File: src/rtl/cmdreg_bridge_pkg.sv
package cmdreg_bridge_pkg;

  localparam int CMD_W   = 32;
  localparam int DATA_W  = 16;
  localparam int HADDR_W = 15;

  typedef enum logic [2:0] {
    FSM_IDLE      = 3'd0,
    FSM_REQ       = 3'd2,
    FSM_WAIT_DATA = 3'd4,
    FSM_WAIT_CLR  = 3'd6
  } fsm_e;

  function automatic logic cmd_is_write(input logic [CMD_W-1:0] c);
    return c[31];
  endfunction

  function automatic logic [HADDR_W-1:0] cmd_haddr(input logic [CMD_W-1:0] c);
    return c[30:16];
  endfunction

  function automatic logic [DATA_W-1:0] cmd_wdata(input logic [CMD_W-1:0] c);
    return c[DATA_W-1:0];
  endfunction

  function automatic logic [CMD_W-1:0] pack_status(input fsm_e st, input logic init_done,
                                                    input logic err, input logic [DATA_W-1:0] rd);
    logic [CMD_W-1:0] w;
    w        = '0;
    w[15:0]  = (st == FSM_WAIT_CLR) ? rd : '0;
    w[18:16] = st;
    w[19]    = (st == FSM_REQ);
    w[20]    = (st != FSM_REQ);
    w[21]    = init_done;
    w[22]    = (st == FSM_IDLE) && init_done;
    w[23]    = err;
    return w;
  endfunction

endpackage

File: src/rtl/brg_init_timer.sv
module brg_init_timer #(
  parameter int INIT_CYCLES = 20
) (
  input  logic clk,
  input  logic rst_n,
  output logic init_done
);
  localparam int CNT_W = (INIT_CYCLES > 1) ? $clog2(INIT_CYCLES + 1) : 1;

  generate
    if (INIT_CYCLES == 0) begin : g_none
      assign init_done = 1'b1;
    end else begin : g_count
      logic [CNT_W-1:0] cnt;
      logic             done_q;
      always_ff @(posedge clk) begin
        if (!rst_n) begin
          cnt    <= '0;
          done_q <= 1'b0;
        end else if (!done_q) begin
          cnt <= cnt + 1'b1;
          if (cnt == CNT_W'(INIT_CYCLES - 1)) done_q <= 1'b1;
        end
      end
      assign init_done = done_q;
    end
  endgenerate
endmodule

File: src/rtl/brg_host_decode.sv
module brg_host_decode #(
  parameter int          ADDR_W = 12,
  parameter logic [11:0] BASE   = 12'hC20
) (
  input  logic              bus_sel,
  input  logic              bus_wr,
  input  logic [ADDR_W-1:0] bus_addr,
  input  logic              clr_bit,
  output logic              cmd_wr_evt,
  output logic              clr_evt,
  output logic              rd_cmd,
  output logic              rd_stat
);
  localparam logic [ADDR_W-1:0] OFF_CMD  = ADDR_W'(BASE);
  localparam logic [ADDR_W-1:0] OFF_STAT = ADDR_W'(BASE + 12'd4);
  localparam logic [ADDR_W-1:0] OFF_CLR  = ADDR_W'(BASE + 12'd8);

  logic wr_strobe;
  assign wr_strobe  = bus_sel && bus_wr;
  assign cmd_wr_evt = wr_strobe && (bus_addr == OFF_CMD);
  assign clr_evt    = wr_strobe && (bus_addr == OFF_CLR) && clr_bit;
  assign rd_cmd     = (bus_addr == OFF_CMD);
  assign rd_stat    = (bus_addr == OFF_STAT);
endmodule

File: src/rtl/brg_txn_fsm.sv
module brg_txn_fsm
  import cmdreg_bridge_pkg::*;
(
  input  logic               clk,
  input  logic               rst_n,
  input  logic               cmd_accept,
  input  logic [CMD_W-1:0]   cmd_word,
  input  logic               clr_evt,
  input  logic               dn_ack,
  input  logic [DATA_W-1:0]  dn_rdata,
  output fsm_e               state,
  output logic [DATA_W-1:0]  rdata_q,
  output logic               dn_req,
  output logic               dn_wr,
  output logic [HADDR_W-1:0] dn_addr,
  output logic [DATA_W-1:0]  dn_wdata
);
  fsm_e state_n;

  always_comb begin
    state_n = state;
    case (state)
      FSM_IDLE:      if (cmd_accept) state_n = FSM_REQ;
      FSM_REQ:       if (dn_ack) state_n = dn_wr ? FSM_IDLE : FSM_WAIT_DATA;
      FSM_WAIT_DATA: state_n = FSM_WAIT_CLR;
      FSM_WAIT_CLR:  if (clr_evt) state_n = FSM_IDLE;
      default:       state_n = FSM_IDLE;
    endcase
  end

  always_ff @(posedge clk) begin
    if (!rst_n) begin
      state    <= FSM_IDLE;
      rdata_q  <= '0;
      dn_wr    <= 1'b0;
      dn_addr  <= '0;
      dn_wdata <= '0;
    end else begin
      state <= state_n;
      if (state == FSM_IDLE && cmd_accept) begin
        dn_wr    <= cmd_is_write(cmd_word);
        dn_addr  <= cmd_haddr(cmd_word);
        dn_wdata <= cmd_wdata(cmd_word);
      end
      if (state == FSM_REQ && dn_ack && !dn_wr) rdata_q <= dn_rdata;
    end
  end

  assign dn_req = (state == FSM_REQ);
endmodule

File: src/rtl/cmdreg_bridge.sv
module cmdreg_bridge
  import cmdreg_bridge_pkg::*;
#(
  parameter int          ADDR_W      = 12,
  parameter logic [11:0] BASE        = 12'hC20,
  parameter int          INIT_CYCLES = 20
) (
  input  logic               clk,
  input  logic               rst_n,
  input  logic               bus_sel,
  input  logic               bus_wr,
  input  logic [ADDR_W-1:0]  bus_addr,
  input  logic [31:0]        bus_wdata,
  output logic [31:0]        bus_rdata,
  output logic               dn_req,
  output logic               dn_wr,
  output logic [14:0]        dn_addr,
  output logic [15:0]        dn_wdata,
  input  logic               dn_ack,
  input  logic [15:0]        dn_rdata
);
  // named internal events, observed by the bound checker
  logic               init_done;
  logic               cmd_wr_evt;
  logic               clr_evt;
  logic               cmd_accept;
  logic               cmd_reject;
  logic               err_q;
  logic               rd_cmd;
  logic               rd_stat;
  fsm_e               fsm_state;
  logic [DATA_W-1:0]  rdata_q;
  logic [CMD_W-1:0]   cmd_shadow;
  logic [CMD_W-1:0]   status_word;

  brg_init_timer #(.INIT_CYCLES(INIT_CYCLES)) u_init (
    .clk(clk), .rst_n(rst_n), .init_done(init_done)
  );

  brg_host_decode #(.ADDR_W(ADDR_W), .BASE(BASE)) u_dec (
    .bus_sel(bus_sel), .bus_wr(bus_wr), .bus_addr(bus_addr), .clr_bit(bus_wdata[0]),
    .cmd_wr_evt(cmd_wr_evt), .clr_evt(clr_evt), .rd_cmd(rd_cmd), .rd_stat(rd_stat)
  );

  assign cmd_accept = cmd_wr_evt && init_done && (fsm_state == FSM_IDLE);
  assign cmd_reject = cmd_wr_evt && !cmd_accept;

  brg_txn_fsm u_fsm (
    .clk(clk), .rst_n(rst_n), .cmd_accept(cmd_accept), .cmd_word(bus_wdata),
    .clr_evt(clr_evt), .dn_ack(dn_ack), .dn_rdata(dn_rdata),
    .state(fsm_state), .rdata_q(rdata_q),
    .dn_req(dn_req), .dn_wr(dn_wr), .dn_addr(dn_addr), .dn_wdata(dn_wdata)
  );

  always_ff @(posedge clk) begin
    if (!rst_n) begin
      err_q      <= 1'b0;
      cmd_shadow <= '0;
    end else begin
      if (cmd_reject) err_q <= 1'b1;
      if (cmd_accept) cmd_shadow <= bus_wdata;
    end
  end

  assign status_word = pack_status(fsm_state, init_done, err_q, rdata_q);

  always_comb begin
    if (rd_cmd)       bus_rdata = cmd_shadow;
    else if (rd_stat) bus_rdata = status_word;
    else              bus_rdata = '0;
  end
endmodule

File: config.mk
export PLATFORM = sky130hd
export DESIGN_NAME = cmdreg_bridge
export DESIGN_NICKNAME = d
export VERILOG_FILES = /design/src/rtl/cmdreg_bridge_pkg.sv /design/src/rtl/brg_init_timer.sv /design/src/rtl/brg_host_decode.sv /design/src/rtl/brg_txn_fsm.sv /design/src/rtl/cmdreg_bridge.sv
export SDC_FILE = /design/constraint.sdc
export NUM_CORES = 1
export LEC_CHECK = 0
export BUFFER_PORTS_ARGS = -buffer_cell sky130_fd_sc_hd__buf_4
export CORE_MARGIN = 1.5
export CORE_UTILIZATION = 46
export CTS_BUF_LIST = sky130_fd_sc_hd__clkbuf_4 sky130_fd_sc_hd__clkbuf_8 sky130_fd_sc_hd__clkbuf_16
export CTS_CLUSTER_DIAMETER = 150
export DETAILED_ROUTE_END_ITERATION = 10
export PLACE_DENSITY = 0.81
export SYNTH_ARGS = -nofsm -noshare
export SYNTH_HDL_FRONTEND = slang
export SYNTH_SLANG_ARGS = --single-unit
File: constraint.sdc
create_clock -name clk -period 1.99 [get_ports clk]
set_clock_uncertainty 0.05 [all_clocks]
set_input_delay 0.398 -clock clk [delete_from_list [all_inputs] [get_ports clk]]
set_output_delay 0.398 -clock clk [all_outputs]
set_load 0.02 [all_outputs]
==> impl_summary.txt, run 1 <==
----------------------------------------------------
[Outcome]
  Outcome ... finished, violations left
  Failing checks ... negative setup slack

[Clock network]
  Worst-skew pair later-pin latency ... 330 ps
  CTS root buffer ... clkbuf_8
  Maximum level of the CTS H-tree ... 3
  TritonCTS Buffers ... 9
  Total clock sinks ... 57
  Cts hold-fix bufs ... 0
  Clock tree from TritonCTS ... yes
  Clock Pin Slew Worst Setup and Hold Paths ... 60 ps
  Clk buf depth ... 2

[Critical path]
  Logic depth of the worst register-to-register path ... 4
  Slowest stage cell on the critical path ... nor4b_4
  Worst-path cell chain ... buf_6, nor4b_4, nand4b_1, buf_6, nor2_4, buf_6, a22o_2, buf_6
  Slack of the worst reg-to-reg path ... 300 ps
  Launch point of the worst reg-to-reg path ... u_fsm.state[1]
  Setup CP Type ... input pin to output port
  R2r endpoint ... u_fsm.rdata_q[15]
  Most common cell type on the critical path ... buf_6
  Peak per-stage delay on the critical path ... just under 300 ps
  Endpoint kind of the worst setup timing path ... output port
  CP required ... roughly 1500 ps
  Arrival time at the worst endpoint ... 1690 ps
  Maximum fanout along the worst path ... 8
  Critical path launch point type ... input pin

[Floorplan]
  Number of ports placed on the die boundary ... between 100 and 150
  Count of standard-cell rows ... 27
  X dimension of the die ... 79.8 um
  Area of the core ... roughly 5600 um^2
  Starting density of the core ... 48.3%
  Die footprint ... roughly 6400 um^2
  Chip Height ... ~80 um

[Min path]
  Class of the tightest hold or removal check ... input pin to flop
  End of the worst hold path ... err_q
  Hold path depth ... 2
  Min-delay src ... bus_addr[2]

[Placement]
  Count of input and output buffers ... 129
  Placed insts ... roughly 500
  Weighted congestion reported at the end of routability-driven placement ... 0.787
  Minimum setup slack after placement ... -275 ps
  DP HPWL ... 5410 um
  Area after DPL ... 3780 um^2

[STA]
  Number of max-slew violations in the final report ... 0
  Count of endpoints failing hold in the final timing report ... 0
  Slew at the pin closest to its max-slew limit ... approximately 550 ps
  Worst slew margin ... approximately 64%
  Final-report setup violation count ... 24
  Final period demand of the worst path ... 2140 ps
  Portion of the clock cycle consumed by the worst path in the final layout ... 107%
  Setup repair after global routing missed its margin ... yes
  Max Fclk ... between 400 and 500 MHz
  Setup ws final ... -148 ps

[Synth]
  Net count after synthesis ... 371
  Sequential element share of the synthesized area ... 42.1%
  Synth Register Bits ... 57
  Mapped Avg Cell Area ... 8.89 um^2
  Mapped cell area ... 2710 um^2
  Number of standard cells after synthesis ... 305
  Count of different cell masters after synthesis ... 33
  Synth Warn # ... 0

[Detailed routing]
  DRC violation count after routing ... 0
  Routed met3 length ... about 480 um
  Top routing layer in use ... met4
  Met1 WL ... around 3300 um
  Antenna Nets Post-Route ... 0
  Wire length after detailed routing ... 7910 um
  Number of design-rule violations left by the first detailed-router iteration ... approximately 130
  Detailed-routing iteration count for the pre-antenna-repair pass ... 4
  Per-cell routed wire length ... ~15 um
  Routed vias/inst ... ~5.3
  Number of vias in the routed layout ... around 2800
  DR WL met2 ... between 4000 and 5000 um

[Final layout]
  Fraction of final layout cells with drive strength greater than 1 ... 41.9%
  N_diodes ... 0
  Final Instance Count excl. Fillers ... 523
  Final instance area ... approximately 4300 um^2
  Number of nets in the layout ... slightly above 500
  Utilization after layout ... between 70% and 80%
  Growth of design area from synthesis to finish ... 58.3%

[GRT]
  Number of global-route vias before repair ... around 2500
  Wire length of the first global-routing pass ... 12000 um
  Antenna violations before repair ... 0
  Remaining global-route overflow ... 0
  Maximum number of pins on one net before global-route repair ... between 40 and 50
  Total Routing Usage GR ... about a quarter

[Power]
  Total power consumption of the routed design ... around 0.0024 W
  Total leakage power ... between 1.5 and 2 nW
  Max rail drop VDD ... 391 uV
  Total power divided by cell area ... around 570 nW/um^2

[Job]
  Max-cap viol count ... 0

----------------------------------------------------
per-layer routing:
| layer | global-route usage [%] | up-vias |
|---|---|---|
| li1 | - | 1326 |
| met3 | 5.26 | 11 |
| met2 | 42.1 | 98 |
| met1 | 28.9 | 1316 |
| met4 | 11.2 | 0 |
| met5 | 0 | - |
sequential cells by signal, summed over array words and instances, names as in the netlist:
name,flops
u_fsm.rdata_q,16
u_fsm.dn_wdata,15
cmd_shadow,8
u_fsm.dn_addr,8
u_init.g_count.cnt,5
u_fsm.state,2
err_q,1
u_fsm.dn_wr,1
u_init.init_done,1
kinds of logic (layout without fill, tap and decap cells):
family | count (synthesis) | in the layout | share of synthesized area [%]
compound gates | 44 | 44 | 13.8
xor+xnor | 4 | 4 | 1.29
fa+ha+maj | 1 | 1 | 0.461
buf+inv | 26 | 171 | 6.37
flops | 57 | 57 | 42.1
mux | 33 | 33 | 12.2
simple gates | 140 | 141 | 23.9
worst max-delay path by stage:
| stage | start | end | slack, ps | cells after the start |
|---|---|---|---|---|
| floorplan | bus_addr[4] | bus_rdata[2] | -10 | 5 |
| global placement | bus_addr[4] | bus_rdata[3] | -170 | 7 |
| detailed placement | bus_addr[4] | cmd_shadow[27] | -270 | 7 |
| CTS | bus_addr[6] | bus_rdata[4] | -200 | 7 |
| global route | bus_addr[7] | bus_rdata[8] | -200 | 8 |
| finish | bus_addr[7] | bus_rdata[8] | -150 | 8 |
worst max-delay path, delay by kind of cell:
family	cells	cell delay, ps
AND/OR/NAND/NOR	3	560
AO/OA/AOI/OAI	1	170
buffers and inverters	4	540
stage by stage:
| step | setup TNS, ps | hold WS (ps) |
|---|---|---|
| 2_1_floorplan | -145 | 370 |
| 3_3_place_gp | -9570 | 402 |
| 3_5_place_dp | -14470 | 409 |
| 4_1_cts | -4000 | 228 |
| 5_1_grt | -4250 | 247 |
| 6_report | -2650 | 258 |
where the power goes:
group          internal, W  switching (W)
combinational     0.000117      0.0000751
clock             0.000649       0.000448
sequential         0.00115     0.00000420
total              0.00191       0.000527
cells in the mapped netlist:
cell type | number | area, um^2
nand2_1 | 100 | 375
dfxtp_1 | 57 | 1140
mux2i_1 | 33 | 330
a21boi_0 | 16 | 120
a22o_1 | 13 | 114
clkbuf_1 | 13 | 48.8
and3_1 | 11 | 68.8
a22o_2 | 10 | 100
nand3_1 | 7 | 35.0
and2_1 | 5 | 31.3
nor2b_1 | 4 | 25.0
xnor2_1 | 4 | 35.0
buf_12 | 3 | 60.1
buf_2 | 3 | 15.0
inv_1 | 3 | 11.3
nand2b_1 | 3 | 18.8
buf_4 | 2 | 15.0
buf_6 | 2 | 22.5
nor2_2 | 2 | 12.5
a32oi_1 | 1 | 8.76
and4b_1 | 1 | 10.0
ha_1 | 1 | 12.5
nand4b_1 | 1 | 8.76
nor2_1 | 1 | 3.75
nor3_1 | 1 | 5.00
nor3_2 | 1 | 10.0
nor4_4 | 1 | 21.3
nor4b_2 | 1 | 15.0
o21a_1 | 1 | 7.51
o21ai_0 | 1 | 5.00
o311ai_0 | 1 | 8.76
o41ai_1 | 1 | 8.76
or3_1 | 1 | 6.26
final cells by class:
type                       instances  area [um^2]
multi-input combinational        223         1520
clock inverter                     3         40.0
clock buffer                      12          159
inverter                           3         11.3
timing repair buffer             153         1340
fill                             401         1320
tap                               72         90.1
sequential                        57         1140
timing repair:
item                       in CTS  in global routing
resized for setup              27                 31
hold endpoints to repair        0                  0
pin swaps                      16                 13
setup buffers                   3                  3
gates cloned                    1                  0
setup endpoints to repair      32                 32
cell usage in the layout (no fill, tap or decap), drive strengths merged, types with 2 or more instances in the layout:
master	synthesis	layout
and3	11	11
clkbuf	13	12
and2	5	5
clkinv	0	2
mux2i	33	33
nor3	2	2
dfxtp	57	57
nand2	100	100
and4b	1	2
xnor2	4	4
nand2b	3	3
buf	10	153
a21boi	16	16
nor2	3	3
inv	3	3
nand3	7	7
nor2b	4	4
a22o	23	23
Power figures use the tool's default switching activity.
==> run 2: changes to the inputs <==
--- a/config.mk
+++ b/config.mk
@@ -5,11 +5,11 @@
 export SDC_FILE = /design/constraint.sdc
 export NUM_CORES = 1
 export LEC_CHECK = 0
-export BUFFER_PORTS_ARGS = -buffer_cell sky130_fd_sc_hd__buf_4
+export BUFFER_PORTS_ARGS = -buffer_cell sky130_fd_sc_hd__buf_2
 export CORE_MARGIN = 1.5
 export CORE_UTILIZATION = 46
 export CTS_BUF_LIST = sky130_fd_sc_hd__clkbuf_4 sky130_fd_sc_hd__clkbuf_8 sky130_fd_sc_hd__clkbuf_16
-export CTS_CLUSTER_DIAMETER = 150
+export CTS_CLUSTER_DIAMETER = 60
 export DETAILED_ROUTE_END_ITERATION = 10
 export PLACE_DENSITY = 0.81
 export SYNTH_ARGS = -nofsm -noshare
==> run 2 against run 1 <==
Compared with the run above:
- the run still ends with negative setup slack left
- critical path depth increased by 1
- hold slack improved by 1.2 ps
- sequential share of layout area increased by 1.4 points
- fmax fell by 0.16%
- utilization decreased by 3.7 points
- sequential power is essentially flat
- critical path type unchanged
- largest power group unchanged
- highest routed layer unchanged
==> impl_summary.txt, run 2 (same netlist as run 1, synthesis figures left out) <==
----------------------------------------------------
[Placement]
  Weighted congestion reported at the end of routability-driven placement ... 0.813 (was 0.787)
  Area after DPL ... 3460 um^2 (was 3780 um^2)
  Count of input and output buffers ... 129 (unchanged)
  DP HPWL ... 5320 um (was 5410 um)

[GRT]
  Number of global-route vias before repair ... 2588 (was 2508)
  Remaining global-route overflow ... 0 (unchanged)
  Total Routing Usage GR ... 23.3% (was 24.4%)
  Wire length of the first global-routing pass ... 11600 um (was 12000 um)
  Maximum number of pins on one net before global-route repair ... 32 (was 46)
  Antenna violations before repair ... 0 (unchanged)

[Floorplan]
  Area of the core ... 5610 um^2 (unchanged)
  Die footprint ... 6360 um^2 (unchanged)
  X dimension of the die ... 79.8 um (unchanged)
  Starting density of the core ... 48.3% (unchanged)
  Number of ports placed on the die boundary ... 130 (unchanged)
  Chip Height ... 79.8 um (unchanged)
  Count of standard-cell rows ... 27 (unchanged)

[Min path]
  Hold path depth ... 3 (was 2)
  Min-delay src ... bus_wdata[9] (was bus_addr[2])
  End of the worst hold path ... u_fsm.dn_wdata[9] (was err_q)
  Class of the tightest hold or removal check ... input pin to flop (unchanged)

[Final layout]
  Final instance area ... 4090 um^2 (was 4290 um^2)
  Top register by number of flip-flops ... u_fsm.rdata_q (unchanged)
  Fraction of final layout cells with drive strength greater than 1 ... 42.7% (was 41.9%)
  Commonest cells after routing, fill and taps aside ... 100 x nand2_1, 93 x buf_2, 57 x dfxtp_1, 39 x buf_6, 33 x mux2i_1 (was 110 x buf_4, 100 x nand2_1, 57 x dfxtp_1, 40 x buf_6, 33 x mux2i_1)
  Largest registers in the final layout ... u_fsm.rdata_q (16), u_fsm.dn_wdata (15) (unchanged)
  Leading cell type in the layout, fill and taps excluded ... nand2_1 (was buf_4)
  Max FFs per register ... 16 (unchanged)
  N_diodes ... 0 (unchanged)
  Growth of design area from synthesis to finish ... 50.7% (was 58.3%)
  Utilization after layout ... 72.8% (was 76.6%)
  Number of nets in the layout ... 511 (was 513)

[Critical path]
  R2r endpoint ... u_fsm.rdata_q[12] (was u_fsm.rdata_q[15])
  Slowest stage cell on the critical path ... nor4_4 (was nor4b_4)
  Worst-path cell chain ... buf_6, nor4_4, nand4b_1, buf_6, buf_6, nor2_4, buf_6, a22o_1, buf_6 (was buf_6, nor4b_4, nand4b_1, buf_6, nor2_4, buf_6, a22o_2, buf_6)
  Launch point of the worst reg-to-reg path ... u_fsm.state[1] (unchanged)
  Slack of the worst reg-to-reg path ... 330 ps (was 300 ps)
  Maximum fanout along the worst path ... 7 (was 8)
  Logic depth of the worst register-to-register path ... 4 (unchanged)
  CP required ... 1540 ps (about the same)
  Endpoint kind of the worst setup timing path ... output port (unchanged)
  Arrival time at the worst endpoint ... 1690 ps (about the same)
  Peak per-stage delay on the critical path ... 290 ps (about the same)
  Most common cell type on the critical path ... buf_6 (unchanged)
  Critical path launch point type ... input pin (unchanged)
  Setup CP Type ... input pin to output port (unchanged)

[Clock network]
  TritonCTS Buffers ... 9 (unchanged)
  Maximum level of the CTS H-tree ... 3 (unchanged)
  Clk buf depth ... 2 (unchanged)
  Clock tree from TritonCTS ... yes (unchanged)
  Cts hold-fix bufs ... 0 (unchanged)
  CTS root buffer ... clkbuf_8 (unchanged)
  Total clock sinks ... 57 (unchanged)
  Clock Pin Slew Worst Setup and Hold Paths ... 70 ps (was 60 ps)
  Worst-skew pair later-pin latency ... 320 ps (was 330 ps)

[STA]
  Number of max-slew violations in the final report ... 0 (unchanged)
  Worst slew margin ... 62.7% (was 63.6%)
  Setup ws final ... -152 ps (was -148 ps)
  Slew at the pin closest to its max-slew limit ... 559 ps (was 546 ps)
  Max Fclk ... 467 MHz (was 468 MHz)
  Hold Worst Slack ... 259 ps (was 258 ps)
  Portion of the clock cycle consumed by the worst path in the final layout ... 108% (was 107%)
  Count of endpoints failing hold in the final timing report ... 0 (unchanged)
  Final period demand of the worst path ... 2140 ps (about the same)
  Final-report setup violation count ... 32 (was 24)
  Setup repair after global routing missed its margin ... yes (unchanged)

[Detailed routing]
  Routed vias/inst ... 5.19 (was 5.26)
  Number of vias in the routed layout ... 2708 (was 2751)
  Number of design-rule violations left by the first detailed-router iteration ... 92 (was 133)
  Antenna Nets Post-Route ... 0 (unchanged)
  Per-cell routed wire length ... 14.7 um (was 15.1 um)
  Detailed-routing iteration count for the pre-antenna-repair pass ... 5 (was 4)
  Wire length after detailed routing ... 7690 um (was 7910 um)
  DRC violation count after routing ... 0 (unchanged)

[Outcome]
  Outcome ... finished, violations left (unchanged)
  Failing checks ... negative setup slack (unchanged)

[Power]
  Part of the power in the clock network ... 44.5% (was 45.0%)
  Cell-internal power ... 0.00181 W (was 0.00191 W)
  Switching share of power ... 23.7% (was 21.6%)
  Net load switching power ... 0.000561 W (was 0.000527 W)
  Max rail drop VDD ... 415 uV (was 391 uV)
  Total leakage power ... 1.84 nW (was 1.91 nW)
  Fraction of power consumed by combinational cells ... 6.9% (was 7.9%)
  Sequential share of power ... 48.6% (was 47.2%)
  Total power divided by cell area ... 580 nW/um^2 (was 568 nW/um^2)

[Job]
  Max-cap viol count ... 0 (unchanged)

----------------------------------------------------
==> run 2: cell types whose count changed in the layout (fill, tap and decap cells not counted), moves of 2 or more <==
cell        before  now
and3_1           8    4
buf_4          110   14
clkbuf_8        11    9
buf_2            0   93
clkinvlp_4       0    3
and3_4           2    6
==> run 2: critical path: cells and delay by family <==
kind / cells / cell delay (ps)
buffers and inverters: 5 / 610
AO/OA/AOI/OAI: 1 / 150
AND/OR/NAND/NOR: 3 / 530
==> run 2: per-stage QoR <==
| stage | TNS (ps) | total power [W] | instances | setup slack, ps |
|---|---|---|---|---|
| finish | -3190 | 0.00237 | 522 | -152 |
| global route | -5300 | 0.00246 | 522 | -228 |
| CTS | -4430 | 0.00238 | 516 | -231 |
| detailed placement | -10840 | 0.00133 | 499 | -294 |
| global placement | -7150 | 0.00132 | 499 | -218 |
| floorplan | -145 | 0.00124 | 305 | -10.1 |
==> run 2: how the worst max path moves through the flow <==
stage | from | to | slack, ps | cells past startpoint
global route | bus_addr[0] | bus_rdata[21] | -230 | 9
floorplan | bus_addr[4] | bus_rdata[2] | -10 | 5
global placement | bus_addr[4] | bus_rdata[7] | -220 | 7
finish | bus_addr[0] | bus_rdata[20] | -150 | 9
CTS | bus_addr[4] | bus_rdata[6] | -230 | 7
detailed placement | bus_addr[4] | bus_rdata[8] | -290 | 7
==> run 2: timing repair <==
| action | in CTS | in global routing |
|---|---|---|
| gates resized for setup | 43 | 53 |
| setup buffers | 1 | 5 |
| gates cloned | 0 | 1 |
| endpoints found under the setup margin | 32 | 32 |
| pin swaps | 11 | 25 |
==> run 2: power groups by stage <==
| stage | Combinational, W | Sequential [W] | Clock [W] |
|---|---|---|---|
| floorplan | 0.0000619 | 0.00117 | 0 |
| global placement | 0.000146 | 0.00118 | 0 |
| detailed placement | 0.000150 | 0.00118 | 0 |
| CTS | 0.000156 | 0.00115 | 0.00107 |
| global route | 0.000181 | 0.00115 | 0.00113 |
| finish | 0.000164 | 0.00115 | 0.00105 |
==> run 2: layer usage <==
metal | vias to the layer above | share of wire [%] | global-route usage (%)
met3 | 5 | 6.3 | 5.83
met4 | 0 | 0.48 | 7.59
li1 | 1316 | - | -
met2 | 92 | 52 | 40.0
met5 | - | 0 | 0
met1 | 1295 | 42 | 28.4
==> run 2: layout make-up <==
cell class / count / area, um^2
fill: 431 / 1520
tap: 72 / 90.1
clock buffer: 9 / 124
timing repair buffer: 151 / 1100
inverter: 3 / 11.3
sequential: 57 / 1140
clock inverter: 7 / 71.3
multi-input combinational: 223 / 1540
